**src/rtl/cfgGuardPkg.sv**
```systemverilog
package cfgGuardPkg;

  typedef enum logic [1:0] {
    OP_READ  = 2'd0,
    OP_WRITE = 2'd1,
    OP_ERASE = 2'd2,
    OP_CHIP  = 2'd3
  } opE;

  typedef enum logic [1:0] {
    RESP_ALLOW  = 2'd0,
    RESP_DENY   = 2'd1,
    RESP_BUSERR = 2'd2,
    RESP_RSVD   = 2'd3
  } respE;

  typedef enum logic [2:0] {
    PG_USER,
    PG_OTP,
    PG_BOOT,
    PG_OPEN,
    PG_CAL,
    PG_HOLE
  } pageKindE;

  // Strobes from control to datapath for one request
  typedef struct packed {
    logic respFire;
    respE code;
    logic chipErase;
    logic otpMark;
  } strobeT;

  // Fixed page policy map; position in the window selects the kind
  function automatic pageKindE pageKindOf(input logic [3:0] pg);
    case (pg)
      4'h0, 4'h8:       pageKindOf = PG_USER;
      4'h1, 4'h9:       pageKindOf = PG_OTP;
      4'h2, 4'hA:       pageKindOf = PG_BOOT;
      4'h3, 4'h4, 4'h5: pageKindOf = PG_OPEN;
      4'h7:             pageKindOf = PG_CAL;
      default:          pageKindOf = PG_HOLE;
    endcase
  endfunction

endpackage

```
**src/rtl/cfgGuardCtrl.sv**
```systemverilog
module cfgGuardCtrl
  import cfgGuardPkg::*;
#(
  parameter int ADDR_W     = 32,
  parameter logic [31:0] WIN_BASE = 32'h0A00_0000,
  parameter int PAGE_BYTES = 4096,
  parameter int WORD_BYTES = 16,
  parameter int NUM_PAGES  = 16
) (
  input  logic                 reqValid,
  input  logic [1:0]           reqOp,
  input  logic [ADDR_W-1:0]    reqAddr,
  input  logic [1:0]           bootRdProt,
  input  logic [1:0]           bootWrProt,
  input  logic [1:0]           userLock,
  input  logic                 otpUsed,
  output logic [$clog2(PAGE_BYTES/WORD_BYTES):0] otpIdx,
  output strobeT               strb
);
  localparam int PAGE_W = $clog2(PAGE_BYTES);
  localparam int WORD_W = $clog2(WORD_BYTES);
  localparam int PG_W   = $clog2(NUM_PAGES);
  localparam int WIN_W  = PAGE_W + PG_W;

  logic            inWin;
  logic [PG_W-1:0] page;
  logic            panel;
  pageKindE        kind;
  opE              op;
  logic            isMod;
  logic            unusedLow;

  assign inWin     = reqAddr[ADDR_W-1:WIN_W] == WIN_BASE[ADDR_W-1:WIN_W];
  assign page      = reqAddr[WIN_W-1:PAGE_W];
  assign panel     = page[PG_W-1];
  assign kind      = pageKindOf(4'(page));
  assign op        = opE'(reqOp);
  assign isMod     = (op == OP_WRITE) || (op == OP_ERASE);
  assign otpIdx    = {panel, reqAddr[PAGE_W-1:WORD_W]};
  assign unusedLow = ^reqAddr[WORD_W-1:0];

  always_comb begin
    strb.respFire  = 1'b0;
    strb.code      = RESP_ALLOW;
    strb.chipErase = 1'b0;
    strb.otpMark   = 1'b0;
    if (reqValid) begin
      strb.respFire = 1'b1;
      if (op == OP_CHIP) begin
        strb.chipErase = 1'b1;
      end else if (!inWin || kind == PG_HOLE) begin
        strb.code = RESP_BUSERR;
      end else begin
        case (kind)
          PG_USER: if (isMod && userLock[panel]) strb.code = RESP_DENY;
          PG_BOOT: begin
            if (op == OP_READ && bootRdProt[panel]) strb.code = RESP_DENY;
            if (isMod && bootWrProt[panel])         strb.code = RESP_DENY;
          end
          PG_CAL:  if (isMod) strb.code = RESP_DENY;
          PG_OTP: begin
            if (op == OP_ERASE) strb.code = RESP_DENY;
            else if (op == OP_WRITE) begin
              if (otpUsed) strb.code = RESP_DENY;
              else         strb.otpMark = 1'b1;
            end
          end
          default: strb.code = RESP_ALLOW;
        endcase
      end
    end
  end
endmodule

```
**src/rtl/cfgGuardData.sv**
```systemverilog
module cfgGuardData
  import cfgGuardPkg::*;
#(
  parameter int PAGE_BYTES = 4096,
  parameter int WORD_BYTES = 16,
  parameter int NUM_PAGES  = 16
) (
  input  logic                 clk,
  input  logic                 rstN,
  input  strobeT               strb,
  input  logic [$clog2(PAGE_BYTES/WORD_BYTES):0] otpIdx,
  input  logic [1:0]           setBootRdProt,
  input  logic [1:0]           setBootWrProt,
  input  logic [1:0]           setUserLock,
  output logic                 otpUsed,
  output logic [1:0]           bootRdProt,
  output logic [1:0]           bootWrProt,
  output logic [1:0]           userLock,
  output logic                 respValid,
  output logic [1:0]           respCode,
  output logic [NUM_PAGES-1:0] eraseMask
);
  localparam int OTP_N = 2 * (PAGE_BYTES / WORD_BYTES);

  logic [OTP_N-1:0]     otpWritten;
  logic [NUM_PAGES-1:0] chipMask;

  // Pages a chip erase may clear: all but calibration and OTP
  for (genvar g = 0; g < NUM_PAGES; g++) begin : g_mask
    localparam pageKindE K = pageKindOf(4'(g));
    assign chipMask[g] = !(K == PG_OTP || K == PG_CAL);
  end

  assign otpUsed = otpWritten[otpIdx];

  always_ff @(posedge clk or negedge rstN) begin
    if (!rstN) begin
      bootRdProt <= '0;
      bootWrProt <= '0;
      userLock   <= '0;
      otpWritten <= '0;
    end else begin
      bootRdProt <= bootRdProt | setBootRdProt;
      bootWrProt <= bootWrProt | setBootWrProt;
      userLock   <= userLock   | setUserLock;
      if (strb.otpMark) otpWritten[otpIdx] <= 1'b1;
    end
  end

  always_ff @(posedge clk or negedge rstN) begin
    if (!rstN) begin
      respValid <= 1'b0;
      respCode  <= 2'd0;
      eraseMask <= '0;
    end else begin
      respValid <= strb.respFire;
      respCode  <= strb.respFire ? strb.code : RESP_ALLOW;
      eraseMask <= strb.chipErase ? chipMask : '0;
    end
  end
endmodule

```
**src/rtl/cfgGuard.sv**
```systemverilog
module cfgGuard
  import cfgGuardPkg::*;
#(
  parameter int ADDR_W     = 32,
  parameter logic [31:0] WIN_BASE = 32'h0A00_0000,
  parameter int PAGE_BYTES = 4096,
  parameter int WORD_BYTES = 16,
  parameter int NUM_PAGES  = 16
) (
  input  logic                 clk,
  input  logic                 rstN,
  input  logic                 reqValid,
  input  logic [1:0]           reqOp,
  input  logic [ADDR_W-1:0]    reqAddr,
  input  logic [1:0]           setBootRdProt,
  input  logic [1:0]           setBootWrProt,
  input  logic [1:0]           setUserLock,
  output logic                 respValid,
  output logic [1:0]           respCode,
  output logic [NUM_PAGES-1:0] eraseMask
);
  localparam int IDX_W = $clog2(PAGE_BYTES / WORD_BYTES) + 1;

  strobeT           strb;
  logic [IDX_W-1:0] otpIdx;
  logic             otpUsed;
  logic [1:0]       bootRdProt, bootWrProt, userLock;

  cfgGuardCtrl #(
    .ADDR_W(ADDR_W), .WIN_BASE(WIN_BASE), .PAGE_BYTES(PAGE_BYTES),
    .WORD_BYTES(WORD_BYTES), .NUM_PAGES(NUM_PAGES)
  ) uCtrl (
    .reqValid(reqValid), .reqOp(reqOp), .reqAddr(reqAddr),
    .bootRdProt(bootRdProt), .bootWrProt(bootWrProt), .userLock(userLock),
    .otpUsed(otpUsed), .otpIdx(otpIdx), .strb(strb)
  );

  cfgGuardData #(
    .PAGE_BYTES(PAGE_BYTES), .WORD_BYTES(WORD_BYTES), .NUM_PAGES(NUM_PAGES)
  ) uData (
    .clk(clk), .rstN(rstN), .strb(strb), .otpIdx(otpIdx),
    .setBootRdProt(setBootRdProt), .setBootWrProt(setBootWrProt),
    .setUserLock(setUserLock), .otpUsed(otpUsed),
    .bootRdProt(bootRdProt), .bootWrProt(bootWrProt), .userLock(userLock),
    .respValid(respValid), .respCode(respCode), .eraseMask(eraseMask)
  );
endmodule

```
**config.mk**
```make
export PLATFORM = sky130hd
export DESIGN_NAME = cfgGuard
export DESIGN_NICKNAME = d
export VERILOG_FILES = /design/src/rtl/cfgGuardPkg.sv /design/src/rtl/cfgGuardCtrl.sv /design/src/rtl/cfgGuardData.sv /design/src/rtl/cfgGuard.sv
export SDC_FILE = /design/constraint.sdc
export NUM_CORES = 1
export LEC_CHECK = 0
export BUFFER_PORTS_ARGS = -buffer_cell sky130_fd_sc_hd__buf_2
export CAP_MARGIN = 20
export CORE_MARGIN = 2
export CORE_UTILIZATION = 50
export DETAILED_ROUTE_END_ITERATION = 10
export HOLD_SLACK_MARGIN = 0.15
export PLACE_DENSITY = 0.63
export SLEW_MARGIN = 10
export SYNTH_ARGS = -nofsm -noshare
export SYNTH_HDL_FRONTEND = slang
export SYNTH_SLANG_ARGS = --single-unit
```
**constraint.sdc**
```tcl
create_clock -name clk -period 2.9 [get_ports clk]
set_input_delay 0.435 -clock clk [delete_from_list [all_inputs] [get_ports clk]]
set_output_delay 0.435 -clock clk [all_outputs]
set_load 0.03 [all_outputs]
```
==> reports/results.txt <==
Status = complete, but fails checks
Violated checks = negative setup slack
Dpl ws = -0.698 ns
Share of power burned in registers = 46.2%
Post-synthesis mux area share = 11.8%
Vias in the first global route = 16400
Fmax = 333 MHz
RSZ-0062 raised after global routing = yes
Initial antenna violation count = 0
Commonest non-fill, non-tap cell in the layout = dfrtp_1
Fin crit share = 104%
Worst Hold Depth = 3
1st-iter DRT viols = 1202
Cell row count = 79
Total wire length = 65.5 mm
Routability Congestion = 0.822
Largest net degree at the start of global routing = 79
Endpoints failing hold = 0
Fin worst setup slack = -0.106 ns
CORE AREA = 46800 um2
CTS H-tree depth = 2
Clk_skew = 0.0174 ns
Worst-Skew Late Latency = 0.61 ns
Setup TNS = -17.98 ns
Sequential-to-total area share from yosys stat = 55.0%
Max cap viols = 0
CTS tree = yes
Slew headroom = 48.4%
HPWL after detailed placement = 43.3 mm
Reg2reg path depth = 12
Crit. End Element = flop
Grt total ovfl = 0
Compound-Gate Fraction of Synth Area = 23.3%
Total iterations of the first detailed-routing run = 6
Number of remaining DRC errors = 0
#FFs+latches synth = 522
Most frequent cells in the layout = dfrtp_1 (522), o21bai_2 (210), a21o_1 (192), buf_4 (153), mux2i_1 (136)
Vias per cell = 6.05
Chip Height = 222 um
Global-route wire length before repair = 102 mm
Hold Slack = 0.280 ns
Ys Warns = 0
I/O Pins = 62
Clock Power Share = 47.8%
# port buffers = 54
Final core utilization = 60.5%
# fillers = 3676
Cell Area, Synth = 23800 um2
CP Launch Type = flop
Pwr Total = 15800 uW
Worst Setup SP = uData.otpWritten[280]
Die area = 49300 um2
EDFF count, synth = 0
Measured slew at the worst slew-check pin = 0.768 ns
Root Buffer = clkbuf_16
Gr usage total = 27.2%
Internal power = 12200 uW
Simple-gate share of the synthesized area = 5.37%
Post-Synth Adder-Cell Area = 0.305%
Asr flop ratio synth = 100%
CTS buffer count = 54
Largest cells by area after synthesis = dfrtp_1 (55%), o21bai_2 (9.9%), a21o_1 (6.1%), mux4_2 (5.9%), mux2i_1 (5.8%)
Cells after synthesis = 1733
Net Sw Power = 3530 uW
TritonCTS sink count = 522
Number of diodes = 0
Largest family of logic cells by synthesized area = compound AO/OA/AOI/OAI gates
Worst vdd ir = 0.511 mV
WP data arrival = 3.51 ns
Critical Path RT = 3.41 ns
Period minus WS final = 3.01 ns
HP Class = in2reg
Die W = 222 um
Leak Pwr = 0.0154 uW
Post-synth cell types = 59
Setup CP Type = reg2reg
Routed Antenna Nets = 0
Share of post-route cells with drive strength above 1 = 34.4%
Launch point of the worst reg-to-reg path = uData.otpWritten[280]
Synth Area per Inst = 13.7 um2
# nets final = 1965
Clock-pin slew on the worst setup and hold paths = 0.06 ns
XOR/XNOR Fraction of Synth Area = 0.0369%
Top FF cell, synth = dfrtp_1
Post-synth top area share = 55.0%
Min-delay src = reqOp[0]
Synth-to-Final Area Change = 19.1%
Final Slew Violations = 0
Clk buf depth = 3
Initial core utilization = 50.8%
Max FO, Critical Path = 15
Comb pwr share = 6.1%
Vias after detailed routing = 15500
PwrDens = 557 nW/um2
Avg WL per Cell = 25.5 um
Final setup viols = 451
Switch share = 22.4%
Cell taking the most area after synthesis = dfrtp_1
state kept, by name (all words and copies together) (netlist names):
name	flops
uData.bootWrProt	2
uData.respCode	2
uData.userLock	2
uData.otpWritten	512
uData.eraseMask	1
uData.respValid	1
uData.bootRdProt	2
stage by stage:
step | instances | cell area (um2)
2_1_floorplan | 1735 | 23900
3_3_place_gp | 2458 | 26200
3_5_place_dp | 2458 | 26200
4_1_cts | 2566 | 28200
5_1_grt | 2567 | 28300
6_report | 2567 | 28300
critical path: stages, from the launching register on:
cell      delay (ns)
dfrtp_1         0.40
mux4_2          0.47
mux2i_2         0.22
o22ai_1         0.14
nor3_1          0.16
o211a_1         0.21
o32ai_2         0.12
nor4_4          0.32
buf_12          0.18
buf_4           0.12
nand4b_4        0.16
buf_12          0.23
o21bai_1        0.16
kinds of logic (layout without fill, tap and decap cells):
family | Yosys count | in the layout
flip-flops | 522 | 522
AO/OA/AOI/OAI | 636 | 636
multiplexers | 202 | 202
XOR/XNOR | 1 | 1
other | 1 | 3
adder cells (fa/ha/maj) | 6 | 6
buffers and inverters | 154 | 379
AND/OR/NAND/NOR | 211 | 211
cell usage after synthesis (2+ instances only):
master	number
nor2_1	46
a31oi_1	2
nand4_4	4
o31ai_1	2
mux2i_1	138
mux4_2	62
and4b_1	2
or3b_2	2
buf_4	31
a21oi_1	21
nor4_1	2
nor3_1	4
o21bai_1	111
clkbuf_1	34
o21bai_2	210
a21o_1	192
nor4bb_1	2
and2_1	4
nand4b_4	6
o22ai_1	3
inv_1	4
a211oi_1	2
and4bb_1	2
nor4b_1	2
buf_6	36
nand4_1	16
nand2_1	49
buf_1	7
and3b_1	2
or2_2	7
nand3_1	34
dfrtp_1	522
a22oi_1	81
nor3b_1	3
mux2_2	2
ha_1	5
a41oi_1	5
nand3b_1	5
nand2b_1	6
buf_2	41
nor2b_1	6
area by class of cell:
cell class,count,area (um2),area share [%]
sequential,522,13100,46.1
multi-input combinational,1059,9830,34.7
timing repair buffer,275,2690,9.51
clock buffer,82,1650,5.82
tap,607,759,2.68
clock inverter,17,293,1.03
inverter,5,18.8,0.0663
power groups by stage:
| stage | clock network [uW] | logic (uW) | registers, uW |
|---|---|---|---|
| after global routing | 7950 | 1030 | 7280 |
| after CTS | 7650 | 959 | 7290 |
| after detailed placement | 0 | 945 | 7420 |
| after floorplan | 0 | 450 | 7430 |
| final | 7540 | 955 | 7290 |
| after global placement | 0 | 939 | 7420 |
path summary, 6_finish.rpt:
| check | end | slack (ns) |
|---|---|---|
| worst max-delay path | uData.otpWritten[266] | -0.11 |
| worst max register to register | uData.otpWritten[266] | -0.11 |
| worst min-delay path | uData.eraseMask[14] | 0.28 |
| min in group asynchronous | uData.otpWritten[265] | 0.45 |
| worst min register to register | uData.otpWritten[432] | 0.45 |
| max in group asynchronous | uData.otpWritten[227] | 1.54 |
timing repair:
action,in CTS,in global routing
setup buffers,1,1
endpoints found under the setup margin,509,512
gates resized for setup,8,6
hold endpoints to repair,74,0
hold buffers,8,0
pin swaps,1,5
routing by layer:
metal	share of wire (%)	wire length, um	global-route usage (%)
met1	45	29400	39.4
met2	47	31100	42.9
met3	5.2	3380	4.19
met4	2.6	1670	7.69
met5	0	0	0
(Power assumes the default switching activity.)
